==> src/rtl/ptr_addr_pkg.sv <==
package ptr_addr_pkg;
  localparam int OFFS_W = 6;
  localparam int SEL_W  = 2;

  typedef enum logic [2:0] {
    K_NONE, K_DATA, K_DISP, K_PROG, K_WORD
  } kind_e;

  typedef enum logic [1:0] {
    M_PLAIN, M_POSTINC, M_PREDEC
  } mode_e;

  typedef struct packed {
    kind_e              kind;
    mode_e              mode;
    logic               store;
    logic               ext;
    logic               sub;
    logic [SEL_W-1:0]   pair;
    logic [OFFS_W-1:0]  offs;
  } dec_t;
endpackage

==> src/rtl/ptr_op_decode.sv <==
module ptr_op_decode
  import ptr_addr_pkg::*;
(
  input  logic [15:0] opcode,
  output dec_t        dec
);
  localparam logic [1:0] PX = 2'd1;
  localparam logic [1:0] PY = 2'd2;
  localparam logic [1:0] PZ = 2'd3;

  always_comb begin
    dec      = '0;
    dec.kind = K_NONE;
    dec.mode = M_PLAIN;
    if ((opcode & 16'hD000) == 16'h8000) begin
      dec.kind  = K_DISP;
      dec.pair  = opcode[3] ? PY : PZ;
      dec.offs  = {opcode[13], opcode[11:10], opcode[2:0]};
      dec.store = opcode[9];
    end else if (opcode[15:10] == 6'b100100) begin
      dec.store = opcode[9];
      case (opcode[3:0])
        4'hC: begin dec.kind = K_DATA; dec.pair = PX; dec.mode = M_PLAIN;   end
        4'hD: begin dec.kind = K_DATA; dec.pair = PX; dec.mode = M_POSTINC; end
        4'hE: begin dec.kind = K_DATA; dec.pair = PX; dec.mode = M_PREDEC;  end
        4'h9: begin dec.kind = K_DATA; dec.pair = PY; dec.mode = M_POSTINC; end
        4'hA: begin dec.kind = K_DATA; dec.pair = PY; dec.mode = M_PREDEC;  end
        4'h1: begin dec.kind = K_DATA; dec.pair = PZ; dec.mode = M_POSTINC; end
        4'h2: begin dec.kind = K_DATA; dec.pair = PZ; dec.mode = M_PREDEC;  end
        4'h4, 4'h5, 4'h6, 4'h7: begin
          if (!opcode[9]) begin
            dec.kind  = K_PROG;
            dec.pair  = PZ;
            dec.ext   = opcode[1];
            dec.mode  = opcode[0] ? M_POSTINC : M_PLAIN;
            dec.store = 1'b0;
          end else begin
            dec.store = 1'b0;
          end
        end
        default: dec.store = 1'b0;
      endcase
    end else if (opcode == 16'h95C8 || opcode == 16'h95D8) begin
      dec.kind = K_PROG;
      dec.pair = PZ;
      dec.ext  = opcode[4];
    end else if (opcode[15:9] == 7'b1001011) begin
      dec.kind = K_WORD;
      dec.sub  = opcode[8];
      dec.pair = opcode[5:4];
      dec.offs = {opcode[7:6], opcode[3:0]};
    end
  end
endmodule

==> src/rtl/ptr_addr_calc.sv <==
module ptr_addr_calc
  import ptr_addr_pkg::*;
#(
  parameter int PTR_W = 16,
  parameter int EXT_W = 8,
  localparam int ADDR_W = PTR_W + EXT_W
) (
  input  dec_t              dec,
  input  logic [PTR_W-1:0]  ptr,
  input  logic [EXT_W-1:0]  ext_hi,
  output logic [ADDR_W-1:0] addr,
  output logic              wb_en,
  output logic [PTR_W-1:0]  wb_data,
  output logic              ext_en,
  output logic [EXT_W-1:0]  ext_data
);
  logic [PTR_W-1:0]  ptr_inc, ptr_dec, ptr_off;
  logic [ADDR_W-1:0] long_ptr, long_inc;

  assign ptr_inc  = ptr + PTR_W'(1);
  assign ptr_dec  = ptr - PTR_W'(1);
  assign ptr_off  = ptr + PTR_W'(dec.offs);
  assign long_ptr = {ext_hi, ptr};
  assign long_inc = long_ptr + ADDR_W'(1);

  always_comb begin
    addr     = '0;
    wb_en    = 1'b0;
    wb_data  = '0;
    ext_en   = 1'b0;
    ext_data = '0;
    case (dec.kind)
      K_DATA: begin
        addr    = {{EXT_W{1'b0}}, (dec.mode == M_PREDEC) ? ptr_dec : ptr};
        wb_en   = (dec.mode != M_PLAIN);
        wb_data = (dec.mode == M_PREDEC) ? ptr_dec : ptr_inc;
      end
      K_DISP: addr = {{EXT_W{1'b0}}, ptr_off};
      K_PROG: begin
        addr  = dec.ext ? long_ptr : {{EXT_W{1'b0}}, ptr};
        wb_en = (dec.mode == M_POSTINC);
        if (dec.ext) begin
          wb_data  = long_inc[PTR_W-1:0];
          ext_en   = (dec.mode == M_POSTINC);
          ext_data = long_inc[ADDR_W-1:PTR_W];
        end else begin
          wb_data  = ptr_inc;
        end
      end
      default: addr = '0;
    endcase
  end
endmodule

==> src/rtl/ptr_word_alu.sv <==
module ptr_word_alu #(
  parameter int PTR_W = 16,
  parameter int IMM_W = 6
) (
  input  logic [PTR_W-1:0] val,
  input  logic [IMM_W-1:0] imm,
  input  logic             sub,
  output logic [PTR_W-1:0] res,
  output logic             c,
  output logic             z,
  output logic             n
);
  logic [PTR_W:0] wide;

  always_comb begin
    if (sub) wide = {1'b0, val} - (PTR_W+1)'(imm);
    else     wide = {1'b0, val} + (PTR_W+1)'(imm);
    res = wide[PTR_W-1:0];
    c   = wide[PTR_W];
    z   = (wide[PTR_W-1:0] == '0);
    n   = wide[PTR_W-1];
  end
endmodule

==> src/rtl/ptr_addr_unit.sv <==
module ptr_addr_unit
  import ptr_addr_pkg::*;
#(
  parameter int PTR_W = 16,
  parameter int EXT_W = 8,
  parameter int NPAIR = 4,
  localparam int ADDR_W = PTR_W + EXT_W,
  localparam int BUS_W  = NPAIR * PTR_W,
  localparam int IDX_W  = $clog2(NPAIR)
) (
  input  logic              clk,
  input  logic              rst_n,
  input  logic              in_valid,
  input  logic [15:0]       opcode,
  input  logic [BUS_W-1:0]  pair_bytes,
  input  logic [EXT_W-1:0]  ext_hi,
  output logic              acc_valid,
  output logic              acc_store,
  output logic              acc_prog,
  output logic [ADDR_W-1:0] acc_addr,
  output logic [1:0]        extra_cyc,
  output logic              ptr_we,
  output logic [IDX_W-1:0]  ptr_idx,
  output logic [PTR_W-1:0]  ptr_wdata,
  output logic              ext_we,
  output logic [EXT_W-1:0]  ext_wdata,
  output logic              flag_we,
  output logic              flag_c,
  output logic              flag_z,
  output logic              flag_n
);
  dec_t             dec;
  logic [PTR_W-1:0] pair_w [NPAIR];
  logic [PTR_W-1:0] sel_ptr;

  ptr_op_decode u_dec (.opcode(opcode), .dec(dec));

  for (genvar g = 0; g < NPAIR; g++) begin : g_pair
    // low register plus high register shifted up one byte
    assign pair_w[g] = PTR_W'(pair_bytes[g*PTR_W +: 8])
                     | (PTR_W'(pair_bytes[g*PTR_W+8 +: PTR_W-8]) << 8);
  end

  assign sel_ptr = pair_w[IDX_W'(dec.pair)];

  logic [ADDR_W-1:0] c_addr;
  logic              c_wb, c_ext_en;
  logic [PTR_W-1:0]  c_wdata;
  logic [EXT_W-1:0]  c_ext;

  ptr_addr_calc #(.PTR_W(PTR_W), .EXT_W(EXT_W)) u_calc (
    .dec(dec), .ptr(sel_ptr), .ext_hi(ext_hi), .addr(c_addr),
    .wb_en(c_wb), .wb_data(c_wdata), .ext_en(c_ext_en), .ext_data(c_ext)
  );

  logic [PTR_W-1:0] w_res;
  logic             w_c, w_z, w_n;

  ptr_word_alu #(.PTR_W(PTR_W), .IMM_W(OFFS_W)) u_alu (
    .val(sel_ptr), .imm(dec.offs), .sub(dec.sub),
    .res(w_res), .c(w_c), .z(w_z), .n(w_n)
  );

  logic              acc_valid_d, acc_store_d, acc_prog_d;
  logic [ADDR_W-1:0] acc_addr_d;
  logic [1:0]        extra_cyc_d;
  logic              ptr_we_d, ext_we_d, flag_we_d, flag_c_d, flag_z_d, flag_n_d;
  logic [IDX_W-1:0]  ptr_idx_d;
  logic [PTR_W-1:0]  ptr_wdata_d;
  logic [EXT_W-1:0]  ext_wdata_d;

  always_comb begin
    acc_valid_d = 1'b0; acc_store_d = 1'b0; acc_prog_d = 1'b0;
    acc_addr_d  = '0;   extra_cyc_d = 2'd0;
    ptr_we_d    = 1'b0; ptr_idx_d   = '0;   ptr_wdata_d = '0;
    ext_we_d    = 1'b0; ext_wdata_d = '0;
    flag_we_d   = 1'b0; flag_c_d    = 1'b0; flag_z_d = 1'b0; flag_n_d = 1'b0;
    if (in_valid) begin
      case (dec.kind)
        K_DATA, K_DISP, K_PROG: begin
          acc_valid_d = 1'b1;
          acc_store_d = dec.store;
          acc_prog_d  = (dec.kind == K_PROG);
          acc_addr_d  = c_addr;
          extra_cyc_d = (dec.kind == K_PROG) ? 2'd2 : 2'd1;
          ptr_we_d    = c_wb;
          ptr_idx_d   = IDX_W'(dec.pair);
          ptr_wdata_d = c_wdata;
          ext_we_d    = c_ext_en;
          ext_wdata_d = c_ext;
        end
        K_WORD: begin
          extra_cyc_d = 2'd1;
          ptr_we_d    = 1'b1;
          ptr_idx_d   = IDX_W'(dec.pair);
          ptr_wdata_d = w_res;
          flag_we_d   = 1'b1;
          flag_c_d    = w_c;
          flag_z_d    = w_z;
          flag_n_d    = w_n;
        end
        default: acc_valid_d = 1'b0;
      endcase
    end
  end

  always_ff @(posedge clk or negedge rst_n) begin
    if (!rst_n) begin
      acc_valid <= 1'b0; acc_store <= 1'b0; acc_prog <= 1'b0;
      acc_addr  <= '0;   extra_cyc <= 2'd0;
      ptr_we    <= 1'b0; ptr_idx   <= '0;   ptr_wdata <= '0;
      ext_we    <= 1'b0; ext_wdata <= '0;
      flag_we   <= 1'b0; flag_c    <= 1'b0; flag_z <= 1'b0; flag_n <= 1'b0;
    end else begin
      acc_valid <= acc_valid_d; acc_store <= acc_store_d; acc_prog <= acc_prog_d;
      acc_addr  <= acc_addr_d;  extra_cyc <= extra_cyc_d;
      ptr_we    <= ptr_we_d;    ptr_idx   <= ptr_idx_d;   ptr_wdata <= ptr_wdata_d;
      ext_we    <= ext_we_d;    ext_wdata <= ext_wdata_d;
      flag_we   <= flag_we_d;   flag_c    <= flag_c_d;
      flag_z    <= flag_z_d;    flag_n    <= flag_n_d;
    end
  end

  // data accesses never reach above the 16-bit space
  p_data_addr_16b_r1: assert property (@(posedge clk) disable iff (!rst_n)
    (acc_valid && !acc_prog) |-> (acc_addr[ADDR_W-1:PTR_W] == '0));

  // any pointer update issued with an access moves it by at most one step
  p_step_one_r2: assert property (@(posedge clk) disable iff (!rst_n)
    (acc_valid && ptr_we && !ext_we) |->
      (ptr_wdata == acc_addr[PTR_W-1:0] || ptr_wdata == acc_addr[PTR_W-1:0] + PTR_W'(1)));

  // program memory is only read
  p_prog_no_store_r6: assert property (@(posedge clk) disable iff (!rst_n)
    acc_prog |-> !acc_store);

  // high-byte writeback comes with the Z write and equals the address plus one
  p_ext_carry_r7: assert property (@(posedge clk) disable iff (!rst_n)
    ext_we |-> (ptr_we && acc_prog && ({ext_wdata, ptr_wdata} == acc_addr + ADDR_W'(1))));

  // flag updates belong only to word operations, which issue no access
  p_flags_no_access_r8: assert property (@(posedge clk) disable iff (!rst_n)
    flag_we |-> (!acc_valid && ptr_we));

  // nothing appears unless an opcode was offered the cycle before
  p_idle_quiet_r10: assert property (@(posedge clk) disable iff (!rst_n)
    !$past(in_valid) |-> (!acc_valid && !ptr_we && !flag_we && !ext_we));
endmodule

==> config.mk <==
export PLATFORM = sky130hd
export DESIGN_NAME = ptr_addr_unit
export DESIGN_NICKNAME = d
export VERILOG_FILES = /design/src/rtl/ptr_addr_pkg.sv /design/src/rtl/ptr_op_decode.sv /design/src/rtl/ptr_addr_calc.sv /design/src/rtl/ptr_word_alu.sv /design/src/rtl/ptr_addr_unit.sv
export SDC_FILE = /design/constraint.sdc
export NUM_CORES = 1
export LEC_CHECK = 0
export ABC_AREA = 1
export BUFFER_PORTS_ARGS = -buffer_cell sky130_fd_sc_hd__buf_2
export CORE_ASPECT_RATIO = 1.4
export CORE_MARGIN = 5
export CORE_UTILIZATION = 43
export CTS_CLUSTER_SIZE = 16
export DETAILED_ROUTE_END_ITERATION = 16
export GPL_ROUTABILITY_DRIVEN = 0
export GPL_TIMING_DRIVEN = 0
export PLACE_DENSITY = 0.67
export SYNTH_ARGS = -nofsm -noshare
export SYNTH_HDL_FRONTEND = slang
export SYNTH_SLANG_ARGS = --single-unit
==> constraint.sdc <==
create_clock -name clk -period 0.8 [get_ports clk]
set_input_delay 0.08 -clock clk [delete_from_list [all_inputs] [get_ports clk]]
set_output_delay 0.08 -clock clk [all_outputs]
set_load 0.02 [all_outputs]
# Word level (Yosys, flattened, before mapping)
# Index checks and enable logic that the tools add are counted.
# Widths: inputs -> output; s select.
# classes
n_mux,71
bitwise_logic,5
addsub,6
reduce_logical,12
eq_ne,22
order_cmp,1
# op_table
op,count
$mux 16,6
$mux 24,3
$pmux 24 s3,1
$or 8x16->16,4
$pmux 16 s2,2
$mux 8,5
$bmux 16 s2,1
$eq 16x16->1 const B,2
$mux 1,29
$add 24x1->24 const B,1
$eq 4x4->1 const B,5
$mux 2,9
$add 16x6->17,1
$mux 17,1
$sub 16x6->17,1
$add 16x1->16 const B,1
$add 16x6->16,1
$eq 4x3->1 const B,4
$logic_not 16->1,1
$pmux 4 s4,1
$sub 16x1->16 const B,1
$mux 3,5
$mux 6,2
$reduce_or 3->1,4
other kinds (21),26
# word_totals
out_inout_bits,61
elab_cells,131
inputBits,91
regBits,61

# Logic depth before layout (Yosys ltp)
# Gate-level depths: netlist (run 1).
# logic_depth
ltp_word,14
depth_mapped,30
mapped_depth_nobuf,29

# Cells and area by module
# Synthesis (run 1) repeated with hierarchy kept, for this count alone.
# unflattened
hier_cells,1149
hier_area_um2,6916.6
# modules_own_cells
mod,area_each_um2,seq_area_each_um2,instances,cells_per_inst
ptr_addr_unit,2869.0,1526.5,1,350
ptr_addr_calc,2260.9,0.0,1,458
ptr_word_alu,1345.0,0.0,1,248
ptr_op_decode,441.7,0.0,1,93

# Least setup slack after synthesis (run 1)
# Ideal clock, no wire load.
# synth_path
kind,input-to-reg
startpoint,in opcode[15]
endpoint,reg acc_addr[14]
cell_stages,25
t_required_ps,673
setup_time_ps,127
n_path_buf,1
path_slack_ps,-2464
arrival_time_ps,3137
path_cell_list,inv_1 nor2_2 nand2_2 nor3_2 inv_2 o21ai_4 inv_2 buf_2 nand2_1 nand2_2 ha_1 fa_1 a21oi_1 o21bai_1 nand2_1 inv_1 or2_2 a21oi_1 nor2_1 nand2_1 nor2_1 a21oi_1 nor2_1 a21oi_1 a21oi_1
# synth_between
elab_chain_cells,14
elab_cells_between_ends,34
cone_classes,add/sub (2); eq/ne (9); mux (20); bitwise (1); reduce/logical (2)
# synth_rtl
element,line_no,text
"start, declared",ptr_addr_unit.sv:14,"input logic [15:0] opcode,"
$eq 16x16->1 / $eq 7x7->1 (equally long branches),"ptr_op_decode.sv:43, ptr_op_decode.sv:47",
$logic_or 1x1->1 / $mux 9 (equally long branches),"ptr_op_decode.sv:43, ptr_op_decode.sv:47",
$mux 2,ptr_op_decode.sv:43,end else if (opcode == 16'h95C8 || opcode == 16'h95D8) begin
$mux 2,ptr_op_decode.sv:20,end else if (opcode[15:10] == 6'b100100) begin
$mux 8,ptr_op_decode.sv:15,if ((opcode & 16'hD000) == 16'h8000) begin
$not 2->3 (implied by the code),ptr_addr_unit.sv:44,assign sel_ptr = pair_w[IDX_W'(dec.pair)];
$bmux 16 s2,ptr_addr_unit.sv:44,
$mux 16 (implied by the code) (2 in a row),ptr_addr_unit.sv:44,
$sub 16x1->16,ptr_addr_calc.sv:21,assign ptr_dec = ptr - PTR_W'(1);
$mux 16,ptr_addr_calc.sv:34,"addr = {{EXT_W{1'b0}}, (dec.mode == M_PREDEC) ? ptr_dec : ptr};"
$pmux 24 s3,ptr_addr_calc.sv:32,case (dec.kind)
$mux 24 (*),ptr_addr_unit.sv:79,case (dec.kind)
$mux 24 (*),ptr_addr_unit.sv:78,if (in_valid) begin
named net acc_addr_d[14],ptr_addr_unit.sv:65,logic [ADDR_W-1:0] acc_addr_d;
"end signal, assigned",ptr_addr_unit.sv:116,acc_addr <= acc_addr_d; extra_cyc <= extra_cyc_d;
"end, declared",ptr_addr_unit.sv:20,"output logic [ADDR_W-1:0] acc_addr,"
# The timed path passes the listed nets; every way through them passes the cells marked *. The select of a mux whose other input is x is not followed.

# Worst setup path in the final report (run 1)
# layout_path
startpoint,in opcode[10]
endpoint,reg flag_z
# layout_between
elab_chain_cells,14
elab_cells_between_ends,29
cone_classes,add/sub (2); eq/ne (5); mux (19); bitwise (1); reduce/logical (2)
# layout_rtl
element,line_no,text
$eq 16x16->1 / $eq 7x7->1 (equally long branches),"ptr_op_decode.sv:43, ptr_op_decode.sv:47",
$logic_or 1x1->1 / $mux 9 (equally long branches),"ptr_op_decode.sv:43, ptr_op_decode.sv:47",
$mux 2,ptr_op_decode.sv:43,
$mux 2,ptr_op_decode.sv:20,
$mux 8,ptr_op_decode.sv:15,
$not 2->3 (implied by the code),ptr_addr_unit.sv:44,
$bmux 16 s2,ptr_addr_unit.sv:44,
$mux 16 (implied by the code) (2 in a row),ptr_addr_unit.sv:44,
$add 16x6->17 / $sub 16x6->17 (equally long branches),"ptr_word_alu.sv:17, ptr_word_alu.sv:16",
$mux 17,ptr_word_alu.sv:16,"if (sub) wide = {1'b0, val} - (PTR_W+1)'(imm);"
$logic_not 16->1,ptr_word_alu.sv:20,z = (wide[PTR_W-1:0] == '0);
$mux 1 (*),ptr_addr_unit.sv:79,
$mux 1 (*),ptr_addr_unit.sv:78,
named net flag_z_d,ptr_addr_unit.sv:67,"logic ptr_we_d, ext_we_d, flag_we_d, flag_c_d, flag_z_d, flag_n_d;"
"end signal, assigned",ptr_addr_unit.sv:120,flag_z <= flag_z_d; flag_n <= flag_n_d;
"end, declared",ptr_addr_unit.sv:29,"output logic flag_z,"
# Marks and branches as above.

==> results of run 1 <==
sequential cells by signal, indices dropped and copies added (netlist names), 2 cells and up:
register,cells
ptr_wdata,16
ext_wdata,8
ptr_idx,2
acc_addr,24
power breakdown:
group	internal, W	leakage, nW	switching (W)
combinational	0.00260	4.41	0.00385
clock	0.00254	0.145	0.00141
sequential	0.00306	0.836	0.0000110
layer usage:
metal,routed length (microns),track usage,vias to the layer above
met3,2400,0.0377,248
met4,3140,0.221,0
met2,15300,0.519,616
met1,10100,0.296,4072
li1,-,-,3928
met5,0,0,-
stage by stage:
stage | power (W) | TNS, ps
finish | 0.0135 | -106650
global placement | 0.00697 | -144470
floorplan | 0.00596 | -79830
detailed placement | 0.00701 | -146420
CTS | 0.0122 | -92090
global route | 0.0140 | -113970
critical path, stage by stage:
cell     delay [ps]
buf_8            90
inv_6            30
nor2_4          120
inv_2            60
nor2_4          120
nand2_4         100
buf_6           150
inv_4            50
nor2_4           50
nor2_4          140
inv_2            70
ha_4            160
or2_4           230
xor2_2          160
ha_4            280
a21oi_4         150
o21ai_4          80
a21oi_2         150
nor2_1           50
nor2_1          160
inv_2           100
nand3_4         110
nand2_4          90
nand3_2          70
nand2_2          60
xor2_2          150
buf_4           140
nor3_2          170
final cells by class:
type	count	area, sq um
clock inverter	2	35.0
fill	892	3270
inverter	109	505
clock buffer	12	256
timing repair buffer	311	2630
tap	189	236
buffer	26	289
multi-input combinational	801	5580
sequential	60	1500
layout by cell type (no fill, tap or decap), types with 11 or more instances in the layout:
master,synthesis,routed
nand2_1,312,249
buf_4,3,120
buf_6,5,108
nand3_1,115,89
buf_2,6,81
dfrtp_1,60,60
inv_1,84,58
nor2_1,93,56
nand2_2,22,49
nand2_4,7,41
nor2_4,4,32
inv_2,22,28
nor2_2,18,27
o21ai_1,17,25
nand3_2,3,22
a21oi_2,0,22
a21oi_1,47,20
ha_4,0,16
o21ai_2,1,15
inv_4,1,12
buf_8,0,12
nand4_1,11,11
o21ai_0,37,11
clkbuf_16,0,11
repair_timing:
item	CTS	global route
hold endpoints to repair	62	60
pin swaps	85	121
cloned	2	0
resized for setup	342	196
endpoints found under the setup margin	181	121
setup buffers	92	68
cell families (layout without fill, tap and decap cells):
| logic type | count (synthesis) | after routing | share of synthesized area |
|---|---|---|---|
| AND/OR/NAND/NOR | 611 | 611 | 0.446 |
| buffers and inverters | 135 | 460 | 0.0910 |
| AO/OA/AOI/OAI | 148 | 148 | 0.143 |
| adder cells (fa/ha/maj) | 28 | 28 | 0.0588 |
| flip-flops | 60 | 60 | 0.242 |
| XOR/XNOR | 14 | 14 | 0.0197 |
worst paths after layout:
kind / endpoint / slack [ps] / cells after the start
worst max-delay path: flag_z$_DFF_PN0_ / -2350 / 28
worst min-delay path: acc_addr[9]$_DFF_PN0_ / -180 / 1
min in group clk: acc_addr[18]$_DFF_PN0_ / 10 / 3
max in group asynchronous: ptr_wdata[12]$_DFF_PN0_ / 450 / 1
==> impl_metrics.py, run 1 <==
metrics = {
    "outcome": {
        "outcome": "complete, but fails checks",
        "violations": "hold timing, setup timing",
    },
    "logic_synthesis": {
        "synth_area_per_cell_sq_um": 6.24,
        "syn_nets": 1115,
        "synth-edff-count": 0,
        "yosys-top-cells-area": "dfrtp_1 24%, nand2_1 19%, nand3_1 9.3%",
        "ys_ff_latch": 60,
        "synth_cell_types": 49,
        "async_flop_share": 1.00,
        "syn-cell-area_sq_um": 6210,
        "synth_most_common_cell": "nand2_1",
        "synthCells": 996,
        "yosys.area.top_type_share": 0.242,
        "yosysTopAreaCell": "dfrtp_1",
        "synth-seq-area-share": 0.242,
        "ys.flop_type": "dfrtp_1",
        "synth_warnings": 0,
        "synth_common_cells": "312 x nand2_1, 115 x nand3_1, 93 x nor2_1",
    },
    "sta": {
        "rsz0062_at_grt": "true",
        "setup_viol": 121,
        "fin_crit_ps": 3150,
        "final.period_utilization": 3.94,
        "slew_headroom": 0.477,
        "worst_pin_slew_ps": 785,
        "hold_violations": 60,
        "fin_ws_ps": -2350,
        "fmax_mhz": 317,
        "slew_viol_final": 0,
        "holdWs_ps": -180,
    },
    "placed_design": {
        "dpl.cell_count": 1335,
        "placed_area_sq_um": 7490,
        "dp_slack_ps": -3030,
        "portBuffers": 150,
        "place_hpwl_microns": 17400,
    },
    "pwr": {
        "p_leak_nw": 5.39,
        "vdd_ir_drop_max_uv": 942,
        "powerDensity_nw_per_um2": 1220,
    },
    "floorplanning": {
        "core-area_sq_um": 14300,
        "start_util": 0.434,
        "die_w_microns": 112,
        "num_rows": 52,
        "dieArea_sq_um": 17000,
        "pin_count": 152,
        "die_h_microns": 152,
    },
    "global_route": {
        "overflow": 0,
        "first_global_vias": 7954,
        "grt_usage": 0.287,
        "grt_pass1_wl_microns": 39300,
        "grt_max_degree": 61,
        "antenna_found_initial": 0,
    },
    "clock_network": {
        "clk_pin_slew_worst_paths_ps": 60,
        "cts_hold_buffers": 2,
        "htreeDepth": 3,
        "cts_buffers": 9,
        "cts_buffer_depth": 2,
        "cts_sinks": 60,
        "cts_root_buf": "clkbuf_16",
        "tritoncts": "done",
    },
    "cells_and_area": {
        "drive_above_1_share": 0.518,
        "stdcell_count": 1510,
        "nets": 1437,
        "postLayoutCoreUtil": 0.771,
        "area_growth_pct": 77.7,
        "n_antenna_cell": 0,
        "fin_area_sq_um": 11000,
    },
    "hold_path": {
        "hp-class": "primary input to async pin",
    },
    "critical_path": {
        "end_kind": "register",
        "startpoint_type": "primary input",
        "critical_path_class": "primary input to register",
        "crit_path_start": "opcode[10]",
        "path_max_fanout": 7,
        "cp.arrival_ps": 3400,
        "crit_required_ps": 1050,
    },
    "drt": {
        "vias_per_cell": 5.87,
        "drtIter0Drc": 844,
        "first_pass_iters": 9,
        "ant_nets": 0,
        "via_count": 8864,
        "drt-total-wl_microns": 31000,
        "wl_per_cell_microns": 20.5,
        "drc_errors": 0,
    },
    "job": {
        "maxCapViolations": 0,
    },
}
No activity file was read; power rests on OpenSTA's default activity.
==> run 2, diff against run 1 <==
Settings changed: SKIP_LAST_GASP from default to 1.
==> run 2 against run 1 <==
Net effect: sequential cell count stayed put; sequential share of layout area up 0.75 points; combinational power fell by 7.8%; global-route usage down 0.058 points; highest routed layer unchanged; critical path depth did not move; sequential power about the same; clock-buffer cell count did not move; the flow still finishes with violations (hold timing, setup timing); die area unchanged; total power down 4.3%; hold slack got worse by 12 ps; final area decreased by 5.2%; wire length is 9.3% lower.
==> impl_metrics.py, run 2 (synthesized netlist as in run 1, its figures left out) <==
metrics = {
    "clock_network": {
        "clk_pin_slew_worst_paths_ps": 50,
        "htreeDepth": 3,
        "cts_buffers": 9,
        "cts_hold_buffers": 2,
        "cts_buffer_depth": 2,
        "cts_root_buf": "clkbuf_16",
        "tritoncts": "done",
        "cts_sinks": 60,
    },
    "global_route": {
        "overflow": 0,
        "grt_pass1_wl_microns": 39200,
        "grt_max_degree": 61,
        "grt_usage": 0.286,
        "antenna_found_initial": 1,
        "first_global_vias": 7884,
    },
    "placed_design": {
        "dp_slack_ps": -3030,
        "place_hpwl_microns": 17400,
        "portBuffers": 150,
        "dpl.cell_count": 1335,
    },
    "floorplanning": {
        "start_util": 0.434,
        "core-area_sq_um": 14300,
        "pin_count": 152,
        "die_h_microns": 152,
        "num_rows": 52,
        "dieArea_sq_um": 17000,
        "die_w_microns": 112,
    },
    "cells_and_area": {
        "postLayoutCoreUtil": 0.731,
        "largest_reg_flops": 24,
        "fill_cells": 1028,
        "area_growth_pct": 68.4,
        "top_register": "acc_addr",
        "stdcell_count": 1482,
        "top_regs": "acc_addr x24, ptr_wdata x16, ext_wdata x8",
        "nets": 1408,
        "drive_above_1_share": 0.465,
        "seqCellArea_sq_um": 1500,
        "final_cell_mix": "268 x nand2_1, 112 x buf_4, 95 x nand3_1",
        "final_common_cell": "nand2_1",
        "multiInputGateArea_sq_um": 5360,
    },
    "hold_path": {
        "hp-class": "primary input to async pin",
    },
    "pwr": {
        "powerDensity_nw_per_um2": 1230,
        "clock_power_share": 0.301,
        "intPower_w": 0.00801,
        "p_comb_frac": 0.461,
        "power_switching_w": 0.00488,
        "vdd_ir_drop_max_uv": 1020,
        "p_leak_nw": 5.10,
        "switching_share": 0.379,
        "share_seq_of_total_power": 0.239,
    },
    "critical_path": {
        "cp.arrival_ps": 3400,
        "path_max_fanout": 7,
        "startpoint_type": "primary input",
        "cp_top_family": "simple AND/OR/NAND/NOR gates",
        "crit_required_ps": 1050,
        "crit_cells": 28,
        "crit_end": "flag_z$_DFF_PN0_",
        "critPathMostFrequentCell": "nor2_4",
        "path_buf_inv": 8,
        "end_kind": "register",
        "slowest_delay_ps": 290,
        "slowest_stage": "ha_4",
        "critical_path_class": "primary input to register",
        "crit_path_start": "opcode[10]",
    },
    "drt": {
        "via_count": 8454,
        "ant_nets": 0,
        "first_pass_iters": 6,
        "drc_errors": 0,
        "wl_per_cell_microns": 19.0,
        "drtIter0Drc": 731,
        "vias_per_cell": 5.70,
        "drt-total-wl_microns": 28200,
    },
    "outcome": {
        "violations": "hold timing, setup timing",
        "outcome": "complete, but fails checks",
    },
    "sta": {
        "fmax_mhz": 318,
        "slew_headroom": 0.504,
        "final.period_utilization": 3.93,
        "worst_pin_slew_ps": 744,
        "rsz0062_at_grt": "true",
        "setup_viol": 121,
        "fin_crit_ps": 3150,
        "hold_violations": 60,
        "holdWs_ps": -192,
        "fin_ws_ps": -2350,
        "slew_viol_final": 0,
    },
    "job": {
        "maxCapViolations": 0,
    },
}
[run 2: changes by cell type in the layout (fill, tap and decap cells not counted), sizes merged]
cell and change:
diode +1, clkbuf +2, bufinv -1, inv +1
buf -31
[run 2: worst min-delay path by stage]
stage | from | to | slack, ps | cells past startpoint
after floorplan | rst_n | acc_addr[0]$_DFF_PN0_ | -220 | 0
after global placement | ext_hi[4] | acc_addr[20]$_DFF_PN0_ | 310 | 3
after detailed placement | ext_hi[4] | acc_addr[20]$_DFF_PN0_ | 310 | 3
after CTS | rst_n | ext_we$_DFF_PN0_ | -160 | 1
after global routing | rst_n | acc_addr[9]$_DFF_PN0_ | -110 | 1
final | rst_n | acc_addr[9]$_DFF_PN0_ | -190 | 1
[run 2: layout make-up]
cell class / instances / area share
Clock inverter: 2 / 0.00335
Antenna cell: 1 / 0.000239
Multi-Input combinational cell: 801 / 0.512
Timing Repair Buffer: 282 / 0.222
Clock buffer: 12 / 0.0245
Inverter: 109 / 0.0450
Buffer: 26 / 0.0264
Sequential cell: 60 / 0.144
Tap cell: 189 / 0.0226
[run 2: power groups by stage]
stage               clock [W]  sequential, W  combinational (W)
floorplan                   0        0.00315            0.00281
global placement            0        0.00312            0.00386
detailed placement          0        0.00312            0.00389
CTS                   0.00393        0.00307            0.00513
global route          0.00400        0.00307            0.00637
finish                0.00387        0.00307            0.00594
[run 2: metal layers]
| metal | track usage | part of all wire |
|---|---|---|
| met1 | 0.298 | 0.33 |
| met2 | 0.523 | 0.50 |
| met3 | 0.0401 | 0.077 |
| met4 | 0.198 | 0.088 |
| met5 | 0 | 0 |
[run 2: repair_timing]
item	in CTS	in global routing
endpoints found under the hold margin	62	60
pin swaps	84	92
cloned	2	0
endpoints found under the setup margin	181	121
setup buffers	92	37
gates resized for setup	306	125
[run 2: stage by stage]
| stage | TNS (ps) | power [W] | hold WS [ps] | area, sq um |
|---|---|---|---|---|
| floorplan | -79830 | 0.00596 | -216 | 6500 |
| global placement | -144470 | 0.00697 | 309 | 7490 |
| detailed placement | -146420 | 0.00701 | 312 | 7490 |
| CTS | -93500 | 0.0121 | -162 | 9680 |
| global route | -109250 | 0.0134 | -105 | 10500 |
| finish | -100280 | 0.0129 | -192 | 10500 |
